--- config.mk ---
export PLATFORM = sky130hd
export DESIGN_NAME = kbd_scan_port
export DESIGN_NICKNAME = d
export VERILOG_FILES = /design/src/rtl/kbd_scan_port.sv
export SDC_FILE = /design/constraint.sdc
export NUM_CORES = 1
export LEC_CHECK = 0
export BUFFER_PORTS_ARGS = -buffer_cell sky130_fd_sc_hd__buf_2
export CORE_MARGIN = 4
export CORE_UTILIZATION = 40
export CTS_CLUSTER_DIAMETER = 150
export DETAILED_ROUTE_END_ITERATION = 10
export PLACE_DENSITY = 0.78
export SYNTH_ARGS = -nofsm -noshare
export SYNTH_HDL_FRONTEND = slang
export SYNTH_SLANG_ARGS = --single-unit
--- constraint.sdc ---
create_clock -name clk -period 2.5 [get_ports clk]
set_input_delay 0.75 -clock clk [delete_from_list [all_inputs] [get_ports clk]]
set_output_delay 0.75 -clock clk [all_outputs]
set_load 0.1 [all_outputs]
--- src/rtl/kbd_scan_port.sv ---
module kbd_scan_port #(
  parameter int ADDR_W = 16,
  parameter logic [ADDR_W-1:0] BASE = 'h60,
  parameter int ACK_BIT = 7
) (
  input  logic              clk,
  input  logic              rst_n,
  input  logic [7:0]        kb_code,
  input  logic              kb_strobe,
  output logic              kb_ack,
  output logic              key_irq,
  input  logic [7:0]        pc_in,
  output logic [7:0]        pb_out,
  input  logic [ADDR_W-1:0] io_addr,
  input  logic              io_rd,
  input  logic              io_wr,
  input  logic [7:0]        io_wdata,
  output logic [7:0]        io_rdata
);
  localparam logic [1:0] OFF_A = 2'd0;
  localparam logic [1:0] OFF_B = 2'd1;
  localparam logic [1:0] OFF_C = 2'd2;
  localparam logic [1:0] OFF_CMD = 2'd3;

  logic [7:0] code_q, pb_q, cmd_q;
  logic       pend_q, ack_q;

  wire       hit      = io_addr[ADDR_W-1:2] == BASE[ADDR_W-1:2];
  wire [1:0] sel      = io_addr[1:0];
  wire       wr_b     = io_wr && hit && sel == OFF_B;
  wire       wr_cmd   = io_wr && hit && sel == OFF_CMD;
  wire       ack_fire = wr_b && pb_q[ACK_BIT] && !io_wdata[ACK_BIT] && pend_q;

  assign kb_ack  = ack_q;
  assign key_irq = pend_q;
  assign pb_out  = pb_q;

  always_ff @(posedge clk) begin
    if (!rst_n) begin
      code_q <= '0;
      pb_q   <= '0;
      cmd_q  <= '0;
      pend_q <= 1'b0;
      ack_q  <= 1'b0;
    end else begin
      ack_q <= ack_fire;
      if (wr_b)   pb_q  <= io_wdata;
      if (wr_cmd) cmd_q <= io_wdata;
      if (ack_fire) pend_q <= 1'b0;
      else if (kb_strobe && !pend_q) begin
        pend_q <= 1'b1;
        code_q <= kb_code;
      end
    end
  end

  always_comb begin
    io_rdata = '0;
    if (io_rd && hit)
      case (sel)
        OFF_A:   io_rdata = code_q;
        OFF_B:   io_rdata = pb_q;
        OFF_C:   io_rdata = pc_in;
        default: io_rdata = cmd_q;
      endcase
  end

  AST_IRQ_FROM_STROBE: assert property (@(posedge clk) disable iff (!rst_n) $rose(key_irq) |-> $past(kb_strobe));
  AST_CODE_HELD: assert property (@(posedge clk) disable iff (!rst_n) (key_irq && $past(key_irq)) |-> $stable(code_q));
  AST_ACK_ONE_CYCLE: assert property (@(posedge clk) disable iff (!rst_n) kb_ack |=> !kb_ack);
  AST_ACK_DROPS_IRQ: assert property (@(posedge clk) disable iff (!rst_n) kb_ack |-> (!key_irq && $past(key_irq)));
  AST_ACK_NEEDS_FALL: assert property (@(posedge clk) disable iff (!rst_n) kb_ack |-> ($past(pb_out[ACK_BIT]) && !pb_out[ACK_BIT]));
endmodule

Word level (Yosys, flattened, before mapping)
Cells that the tools add are included.
{"block": "classes", "eq_ne": 4, "muxes": 2, "reduce_logical": 13, "bitwise": 2}
{"cell": "8-bit one-hot mux with 3 select lines", "count": 1}
{"cell": "14-bit by 5-bit == test with 1-bit output (second input constant)", "count": 1}
{"cell": "1-bit logical AND", "count": 8}
{"cell": "8-bit 2-to-1 mux", "count": 1}
{"cell": "2-bit == test (second input constant)", "count": 2}
{"cell": "2-bit by 1-bit == test with 1-bit output (second input constant)", "count": 1}
{"cell": "1-bit logical NOT", "count": 2}
{"cell": "2-bit logical NOT", "count": 1}
{"cell": "1-bit NOT", "count": 2}
{"cell": "2-bit AND reduction", "count": 1}
{"cell": "2-bit OR reduction", "count": 1}
{"block": "word_totals", "elab_cells": 26, "regBits": 26}

Longest topological paths before layout
Gate-level depths: netlist of run 1.
{"block": "logic_depth", "ltp_word": 8, "mapped_depth": 5, "mapped_depth_nobuf": 4}

Least setup slack after synthesis of run 1
OpenSTA, ideal clock, no wires.
{"block": "synth_path", "kind": "input-to-output", "start": "input io_addr[13]", "end": "output io_rdata[0]", "path_buffers": 0, "setup_slack_ps": -1115, "required_ps": 1750, "cell_stages": 4, "arrival_time_ps": 2865, "cell_sequence": "nor4_1 > and4b_1 > nand4_1 > nor2b_1"}
{"block": "synth_between", "elab_chain_cells": 3}
{"element": "start, declared", "line_no": "14", "rtl": "input logic [ADDR_W-1:0] io_addr,"}
{"element": "14-bit by 5-bit == test with 1-bit output", "line_no": "28", "rtl": "wire hit = io_addr[ADDR_W-1:2] == BASE[ADDR_W-1:2];"}
{"element": "1-bit logical AND", "line_no": "59", "rtl": "if (io_rd && hit)"}
{"element": "8-bit 2-to-1 mux", "line_no": "59"}
{"element": "end, declared", "line_no": "18", "rtl": "output logic [7:0] io_rdata"}
No other way between the ends.

Final worst setup path of run 1
{"block": "layout_path", "start": "input io_addr[14]", "end": "output io_rdata[4]"}
Same word-level chain as after synthesis.

==> results by group, run 1 <==
Critical path
  • Crit path arrival time: 1990 ps
  • Critical path class: input pin to output port
  • FF-to-FF path depth: 4
  • Reg-to-reg slack, setup: approximately 1400 ps
  • Launch point of the critical path: io_addr[14]
  • Maximum fanout along the worst path: 8
  • Crit. End Element: output port
  • Worst flop-to-flop path startpoint: key_irq
  • Endpoint of the lowest-slack register-to-register path: code_q[0]
  • Data required time at the worst endpoint: around 1800 ps
  • Termination of the worst setup path: io_rdata[4]
  • Type of element launching the critical path: input pin

Detailed routing
  • Top layer used by detailed routing: met4
  • DR vias/cell: between 4 and 5
  • ANT nets after route: 0
  • Iter 0 DRT Violations: 40
  • Pre-antenna DRT Iters: 4
  • Routed len/inst: 14.8 um
  • Wire length on met3: 134 um
  • Metal-1 WL: 1330 um
  • Final wirelength: roughly 3400 um
  • Detailed-route DRC error count: 0
  • Via count: around 1100
  • Routed length on met2: 1910 um

GRT
  • Maximum number of pins on one net before global-route repair: 35
  • Global-route wire length before repair: ~5400 um
  • Initial antenna violation count: 0
  • Overall Global Routing Usage: 16.6%
  • Remaining global-route overflow: 0
  • Vias in the first global route: 1152

Timing
  • Number of failing setup endpoints in the final timing report: 8
  • Period utilisation layout: 110%
  • Rel. slew slack: 64.8%
  • Hold violation count in the final report: 0
  • Max frequency: 365 MHz
  • Sum of negative setup slack: -1860 ps
  • Unrepaired setup endpoints after global routing: yes
  • Clock period minus worst slack: 2740 ps
  • Max-slew violation count: 0
  • Worst hold slack after final layout: 471 ps
  • Tightest Pin Transition: 529 ps
  • Final setup margin: -240 ps
  • Clock skew after layout: approximately 10 ps

Floorplanning
  • Initial core utilization: 42.1%
  • Core region area: 3050 um2
  • Vertical extent of the die: 64.7 um
  • Count of boundary I/O pins: 63
  • Site row count: 20
  • Die Span X: 64.7 um
  • Area of the die: 4180 um2

Placement
  • Weighted congestion reported at the end of routability-driven placement: 0.798
  • Estimated wirelength of the detail-placed design: 2590 um
  • IO Port Bufs: 62

Cells and area
  • Layout Area Growth over Synthesis: 47.8%
  • Share of layout cells above drive strength 1: 50.0%
  • Diodes inserted: 0
  • Final net count: between 200 and 250
  • Most frequent cells in the layout: sky130_fd_sc_hd__buf_2, sky130_fd_sc_hd__dfxtp_1, sky130_fd_sc_hd__mux2i_1, sky130_fd_sc_hd__nand2_1, sky130_fd_sc_hd__nor2b_1
  • Fillers: 241
  • Leading cell type in the layout, fill and taps excluded: sky130_fd_sc_hd__buf_2

Clock network
  • Clock-pin slew on the worst setup and hold paths: 130 ps
  • CTS tree: yes
  • # clock sinks: 26
  • H-tree lvl count: 1
  • Number of buffers added for setup after CTS: 0
  • Number of buffers created by CTS: 3
  • Insertion delay to the later sink of the worst-skew pair: ~320 ps
  • Clock tree root driver cell: sky130_fd_sc_hd__clkbuf_4
  • CTS Buffer Depth: 2
  • Hold buffer count at cts: 0

Status
  • Failing checks: negative setup slack
  • Result of the run: finished with violations

Logic synthesis
  • Synthesized net count: 165
  • Share of the synthesized area in the top cell type: 40.5%
  • Synth Warn #: 0
  • Post-synth top area cell: sky130_fd_sc_hd__dfxtp_1
  • Mapped Cells: 120
  • Cell types occupying the most area after synthesis: sky130_fd_sc_hd__dfxtp_1, sky130_fd_sc_hd__mux2i_1, sky130_fd_sc_hd__mux4_2
  • Post-synthesis instance area: roughly 1300 um2
  • Post-synth cell types: 18
  • Seq cells post-synth: 26
  • Sequential-to-total area share from yosys stat: 40.5%
  • Syn Area/Cell: between 10 and 15 um2

Flow run
  • Maximum Capacitance Violations: 0

Power and ir drop
  • Leakage power: roughly 0.85 nW
  • Highest ir drop seen on vdd: 0.217 mV
  • Power density over the cells: 397 nW/um2

Min path
  • Class of the worst hold path: flop to flop
## worst min path at each step
stage,cells past startpoint,endpoint,from,slack (ps)
after floorplan,2,cmd_q[0],cmd_q[0],440
after global placement,2,cmd_q[2],cmd_q[2],440
after detailed placement,2,cmd_q[4],cmd_q[4],460
after CTS,2,cmd_q[4],cmd_q[4],470
after global routing,2,pb_out[4],pb_out[4],510
final,2,cmd_q[4],cmd_q[4],470
## timing repair
item | in CTS | in global routing
pin swaps | 3 | 0
gates resized for setup | 11 | 0
endpoints found under the setup margin | 8 | 8
## report_power, final
| part | switching (mW) | total [mW] | internal [mW] |
|---|---|---|---|
| Clock | 0.120 | 0.209 | 0.0889 |
| Combinational | 0.0509 | 0.115 | 0.0646 |
| Sequential | 0.00597 | 0.429 | 0.423 |
## critical path, stage by stage
cell	delay, ps
sky130_fd_sc_hd__buf_6	90
sky130_fd_sc_hd__nor4_2	250
sky130_fd_sc_hd__and4b_1	260
sky130_fd_sc_hd__nand4_1	100
sky130_fd_sc_hd__buf_6	200
sky130_fd_sc_hd__nor2b_4	150
sky130_fd_sc_hd__buf_12	180
## per-layer routing
layer,vias up,global-route usage [%]
li1,554,-
met1,532,19.6
met2,27,31.2
met3,2,2.25
met4,0,4.22
met5,-,0
## logic make-up (layout without fill, tap and decap cells)
kind of cell	count (synthesis)	count (layout)	share of synthesized area [%]
buf+inv	8	72	3.21
simple gates	52	52	22.7
mux	32	32	32.7
flops	26	26	40.5
compound gates	2	2	0.876
## flip-flops by register name (all words and copies together), names as in the netlist
register,flops
key_irq,1
kb_ack,1
code_q,8
pb_out,8
cmd_q,8
## per-stage QoR
step	setup slack [ps]	power (mW)	area, um2	instances	utilization (%)
floorplan	-770	0.500	1310	120	-
global placement	-192	0.545	1810	224	59.2
detailed placement	-258	0.549	1810	224	59.2
CTS	-203	0.757	1900	228	62.2
global route	-250	0.783	1900	228	62.2
finish	-240	0.754	1900	228	62.2
## synth_stat cells (all sizes together)
cell type	n
a31oi	1
o21ai	1
and4	1
mux2i	24
nor4	1
and4b	2
nand4	2
nor4b	1
nor2	2
and4bb	1
nand2	24
buf	4
nor2b	18
clkbuf	4
dfxtp	26
mux4	8
## cell type report
cell class | instances | area [um2] | share of cell area, %
repair buffers | 68 | 498 | 26.2
clock buffers | 4 | 36.3 | 1.91
flip-flops and latches | 26 | 520 | 27.4
well taps | 44 | 55.1 | 2.90
multi-input cells | 86 | 790 | 41.6
Note: power is estimated with default switching activity, not from simulation.
==> run 2: changes to the inputs <==
ABC_AREA = 1   (was unset)
PLACE_DENSITY = 0.77   (was 0.78)
==> run 2 against run 1 <==
Against the previous run:
- the flow still finishes with violations (negative setup slack)
- critical path depth unchanged
- synthesized cell count rose by 95%
- routed wire length is 24% higher
- clock power decreased by 13%
- clock-buffer cell count is 1 lower
- sequential cell count is the same
- critical endpoint is now io_rdata[6]
==> results by group, run 2 <==
Timing
  • Tightest Pin Transition: around 500 ps
  • Final setup margin: -19.4 ps
  • Clock skew after layout: 1.38 ps
  • Rel. slew slack: 67.8%
  • Unrepaired setup endpoints after global routing: yes
  • Max-slew violation count: 0
  • Clock period minus worst slack: 2520 ps
  • Period utilisation layout: 101%
  • Number of failing setup endpoints in the final timing report: 6
  • Hold violation count in the final report: 0
  • Worst hold slack after final layout: 513 ps
  • Max frequency: 397 MHz

Clock network
  • Insertion delay to the later sink of the worst-skew pair: 320 ps
  • Number of buffers created by CTS: 3
  • Clock-pin slew on the worst setup and hold paths: 140 ps
  • Hold buffer count at cts: 0
  • CTS tree: yes
  • # clock sinks: 26
  • CTS Buffer Depth: 2
  • H-tree lvl count: 1
  • Clock tree root driver cell: sky130_fd_sc_hd__clkbuf_4

Power and ir drop
  • Highest ir drop seen on vdd: 0.246 mV
  • Switching Share: 28.8%
  • Part of the power in registers: 56.9%
  • Relative contribution of combinational cells to total power: ~19%
  • Clock network power share: 23.8%
  • Internal power consumption: 0.544 mW
  • Power density over the cells: 345 nW/um2
  • Switching power summed over all nets: 0.220 mW
  • Leakage power: 1.06 nW

Logic synthesis
  • Dominant synthesized flop cell: sky130_fd_sc_hd__dfxtp_1
  • EDFF count, synth: 0
  • Post-synthesis instance area: 1400 um2
  • Post-synth top area cell: sky130_fd_sc_hd__dfxtp_1
  • Mapped Cells: between 200 and 250
  • Syn Area/Cell: 5.99 um2
  • Seq cells post-synth: 26
  • Synthesized net count: 279
  • Fraction of synthesis flops using an asynchronous set or reset pin: 0%
  • Most instantiated library cell after synthesis: sky130_fd_sc_hd__nor2_1
  • Sequential-to-total area share from yosys stat: 37.1%
  • Share of the synthesized area in the top cell type: 37.1%
  • Synth Warn #: 0
  • Post-synth cell types: 18
  • Cell types occupying the most area after synthesis: sky130_fd_sc_hd__dfxtp_1, sky130_fd_sc_hd__nor2_1, sky130_fd_sc_hd__nand2_1
  • Cell types with the highest counts after synthesis: sky130_fd_sc_hd__nor2_1, sky130_fd_sc_hd__nand2_1, sky130_fd_sc_hd__inv_1, sky130_fd_sc_hd__dfxtp_1

Critical path
  • Critical path class: input pin to output port
  • Worst flop-to-flop path startpoint: key_irq
  • Launch point of the critical path: io_addr[1]
  • Crit path arrival time: 1770 ps
  • Data required time at the worst endpoint: 1750 ps
  • Crit. End Element: output port
  • Type of element launching the critical path: input pin
  • Maximum fanout along the worst path: 9

Floorplanning
  • Initial core utilization: about two fifths
  • Count of boundary I/O pins: 63
  • Site row count: 21
  • Area of the die: roughly 4500 um2
  • Die Span X: roughly 67 um
  • Core region area: around 3400 um2
  • Vertical extent of the die: roughly 67 um

GRT
  • Remaining global-route overflow: 0
  • Initial antenna violation count: 0
  • Global-route wire length before repair: approximately 6700 um
  • Vias in the first global route: between 1500 and 2000
  • Maximum number of pins on one net before global-route repair: 27
  • Overall Global Routing Usage: 19.5%

Detailed routing
  • DR vias/cell: 4.70
  • Via count: 1654
  • Iter 0 DRT Violations: 74
  • Detailed-route DRC error count: 0
  • Routed len/inst: 11.9 um
  • Final wirelength: 4190 um
  • ANT nets after route: 0
  • Pre-antenna DRT Iters: 6

Flow run
  • Maximum Capacitance Violations: 0

Cells and area
  • Layout Area Growth over Synthesis: 57.9%
  • Final net count: 353
  • Share of layout cells above drive strength 1: 36.9%
  • Filler-free cell count of the finished design: 352
  • Most frequent cells in the layout: sky130_fd_sc_hd__nor2_1, sky130_fd_sc_hd__nand2_1, sky130_fd_sc_hd__buf_2
  • Diodes inserted: 0
  • Leading cell type in the layout, fill and taps excluded: sky130_fd_sc_hd__nor2_1

Placement
  • Weighted congestion reported at the end of routability-driven placement: 0.778
  • IO Port Bufs: just over 60
  • Number of placed instances, taps included: 349
  • Estimated wirelength of the detail-placed design: 3300 um

Min path
  • Min-delay src: key_irq
  • Class of the worst hold path: flop to flop

Status
  • Failing checks: negative setup slack
  • Result of the run: finished with violations
-- run 2: cell types whose count changed after synthesis, moves of 3 or more --
cell                      delta
sky130_fd_sc_hd__a21oi_1    +16
sky130_fd_sc_hd__inv_1      +31
sky130_fd_sc_hd__mux2i_1    -24
sky130_fd_sc_hd__mux4_2      -8
sky130_fd_sc_hd__nand2_1    +35
sky130_fd_sc_hd__nand3_1     +3
sky130_fd_sc_hd__nand4_1     +4
sky130_fd_sc_hd__nor2_1     +65
sky130_fd_sc_hd__nor2b_1    -18
sky130_fd_sc_hd__o21ai_0    +15
-- run 2: per-stage QoR --
| stage | utilization (%) | setup WS (ps) | cell area, um2 | setup TNS [ps] | total power [mW] |
|---|---|---|---|---|---|
| 2_1_floorplan | - | -101 | 1550 | -812 | 0.507 |
| 3_3_place_gp | 62.9 | -35.6 | 2120 | -229 | 0.573 |
| 3_5_place_dp | 62.9 | -42.6 | 2120 | -240 | 0.578 |
| 4_1_cts | 64.2 | -20.2 | 2160 | -82.5 | 0.756 |
| 5_1_grt | 65.8 | -58.4 | 2210 | -394 | 0.796 |
| 6_report | 65.8 | -19.4 | 2210 | -48.2 | 0.763 |
-- run 2: area by class of cell --
| cell class | instances | area, um2 |
|---|---|---|
| Inverter | 32 | 128 |
| Tap cell | 46 | 57.6 |
| Clock buffer | 3 | 22.5 |
| Fill cell | 317 | 1150 |
| Timing Repair Buffer | 72 | 556 |
| Sequential cell | 26 | 531 |
| Multi-Input combinational cell | 173 | 920 |
-- run 2: kinds of logic after synthesis --
kind of cell    Yosys count  share of synthesized area (%)
buf+inv                  35                           9.46
flops                    26                           37.1
simple gates            141                           42.0
compound gates           32                           11.4
-- run 2: repair_timing --
action	4_1_cts	5_1_grt
pin swaps	3	9
endpoints found under the setup margin	8	8
cloned	0	0
buffers inserted	0	0
gates resized for setup	5	14
-- run 2: path summary, 6_finish.rpt --
check / slack (ps) / to / cells past startpoint
worst min register to register: 510 / key_irq / 2
worst max register to register: 1370 / code_q[6] / 5
worst max-delay path: -20 / io_rdata[6] / 7
worst min-delay path: 510 / key_irq / 2
-- run 2: critical path: stages --
cell                      delay, ps
sky130_fd_sc_hd__buf_2          110
sky130_fd_sc_hd__inv_1          110
sky130_fd_sc_hd__nand2_2        140
sky130_fd_sc_hd__o21ai_0        200
sky130_fd_sc_hd__a21oi_1        100
sky130_fd_sc_hd__a21oi_4        160
sky130_fd_sc_hd__buf_12         190
-- run 2: metal layers --
metal	vias up	GRT usage, %	wire (um)
met1	739	24.9	1870
met2	49	34.7	2080
li1	864	-	-
met3	2	2.50	224
met4	0	4.56	22
met5	-	0	0
-- run 2: power groups by stage --
stage	Sequential (mW)	Combinational (mW)	Clock, mW
after floorplan	0.447	0.0595	0
after global placement	0.442	0.132	0
after detailed placement	0.443	0.135	0
after CTS	0.434	0.139	0.183
after global routing	0.436	0.162	0.198
final	0.434	0.147	0.182
==> run 3: changes to the inputs <==
RECOVER_POWER = 25   (was unset)
==> run 3 against run 2 <==
Against the previous run:
- the flow still finishes with violations (negative setup slack)
- design area barely moved
- non-clock buffer count did not move
- routed wire length barely moved
- largest cell class unchanged
- highest routed layer unchanged
==> results by group, run 3 (synthesis gave the netlist of run 2 again) <==
Detailed routing
  • Via count: ~1700
  • Iter 0 DRT Violations: 74
  • Pre-antenna DRT Iters: 4
  • Detailed-route DRC error count: 0
  • DR vias/cell: 4.69
  • ANT nets after route: 0
  • Final wirelength: 4190 um
  • Routed len/inst: roughly 12 um

Flow run
  • Maximum Capacitance Violations: 0

Timing
  • Clock skew after layout: 1.63 ps
  • Worst hold slack after final layout: 513 ps
  • Number of failing setup endpoints in the final timing report: 6
  • Tightest Pin Transition: 487 ps
  • Hold violation count in the final report: 0
  • Max-slew violation count: 0
  • Period utilisation layout: 101%
  • Rel. slew slack: 67.8%
  • Unrepaired setup endpoints after global routing: yes
  • Sum of negative setup slack: -46.3 ps
  • Clock period minus worst slack: ~2500 ps
  • Max frequency: 397 MHz
  • Final setup margin: -19.0 ps

Critical path
  • Maximum fanout along the worst path: 9
  • Crit. End Element: output port
  • Endpoint of the lowest-slack register-to-register path: code_q[6]
  • Critical path class: input pin to output port
  • Data required time at the worst endpoint: 1750 ps
  • Crit path arrival time: 1770 ps
  • FF-to-FF path depth: 5
  • Reg-to-reg slack, setup: around 1400 ps
  • Type of element launching the critical path: input pin
  • Worst flop-to-flop path startpoint: key_irq

Min path
  • Min-delay src: key_irq
  • Instance count along the most critical hold path: 2
  • Endpoint, Worst Hold: key_irq
  • Class of the worst hold path: flop to flop

Clock network
  • CTS tree: yes
  • Insertion delay to the later sink of the worst-skew pair: 320 ps
  • Clock tree root driver cell: sky130_fd_sc_hd__clkbuf_4
  • Clock-pin slew on the worst setup and hold paths: 140 ps
  • CTS Buffer Depth: 2
  • Number of buffers created by CTS: 3
  • # clock sinks: 26
  • H-tree lvl count: 1

Power and ir drop
  • Total power: 0.763 mW
  • Power density over the cells: 345 nW/um2
  • Highest ir drop seen on vdd: 0.246 mV
  • Leakage power: 1.06 nW

Floorplanning
  • Initial core utilization: 41.7%
  • Core region area: 3360 um2
  • Area of the die: 4510 um2
  • Die Span X: 67.2 um
  • Site row count: 21
  • Vertical extent of the die: 67.2 um
  • Count of boundary I/O pins: 63

Cells and area
  • Final net count: around 350
  • Most frequent cells in the layout: sky130_fd_sc_hd__nor2_1, sky130_fd_sc_hd__nand2_1, sky130_fd_sc_hd__buf_2
  • Layout Area Growth over Synthesis: 57.9%
  • Leading cell type in the layout, fill and taps excluded: sky130_fd_sc_hd__nor2_1
  • Filler-free cell count of the finished design: approximately 350
  • Area of all placed cells without fillers: 2210 um2
  • Fillers: 316
  • Final Core Density: 65.8%
  • Share of layout cells above drive strength 1: 36.6%
  • Diodes inserted: 0

Placement
  • Estimated wirelength of the detail-placed design: 3300 um
  • Weighted congestion reported at the end of routability-driven placement: 0.778
  • DP Worst Slack: -42.6 ps
  • Number of placed instances, taps included: 349
  • Post-detailed-placement cell area: 2120 um2
  • IO Port Bufs: 62

GRT
  • Global-route wire length before repair: 6730 um
  • Maximum number of pins on one net before global-route repair: 27
  • Remaining global-route overflow: 0
  • Vias in the first global route: 1568
  • Initial antenna violation count: 0
  • Overall Global Routing Usage: roughly 19%

Status
  • Failing checks: negative setup slack
  • Result of the run: finished with violations
[run 3: cell count changes in the layout (fill, tap and decap cells not counted), sizes merged]
| cell | delta |
|---|---|
| clkbuf | +2 |
| buf | -2 |
[run 3: report_power, final]
part	internal (mW)	leakage (nW)	switching, mW
sequential	0.426	0.216	0.00871
clock	0.0565	0.0138	0.126
combinational	0.0613	0.832	0.0855
total	0.543	1.06	0.220
[run 3: area by class of cell]
cell class              count  area (um2)  area share (%)
multi-input cells         173         920            41.6
inverters                  32         128            5.77
well taps                  46        57.6            2.60
clock buffers               3        22.5            1.02
flip-flops and latches     26         531            24.0
repair buffers             72         554            25.1
[run 3: how the worst max path moves through the flow]
stage,end,from,depth (start not counted)
after floorplan,io_rdata[0],io_addr[7],5
after global placement,io_rdata[7],io_addr[7],8
after detailed placement,io_rdata[6],io_addr[1],8
after CTS,io_rdata[7],io_addr[7],8
after global routing,io_rdata[7],io_addr[13],8
final,io_rdata[6],io_addr[1],7
[run 3: worst max-delay path, stage by stage]
cell                      delay, ps
sky130_fd_sc_hd__buf_2          110
sky130_fd_sc_hd__inv_1          110
sky130_fd_sc_hd__nand2_2        140
sky130_fd_sc_hd__o21ai_0        200
sky130_fd_sc_hd__a21oi_1        100
sky130_fd_sc_hd__a21oi_4        160
sky130_fd_sc_hd__buf_12         190
[run 3: per-layer routing]
layer / global-route usage [%] / wire, um / vias to the layer above
met3: 2.50 / 216 / 2
met4: 4.56 / 22 / 0
met5: 0 / 0 / -
met2: 34.7 / 2080 / 45
li1: - / - / 864
met1: 24.9 / 1870 / 739
[run 3: repair_timing]
item                                    in CTS  in global routing
endpoints found under the setup margin       8                  8
pin swaps                                    3                  9
buffers inserted                             0                  0
hold endpoints to repair                     0                  0
resized for setup                            5                 14
hold buffers                                 0                  0
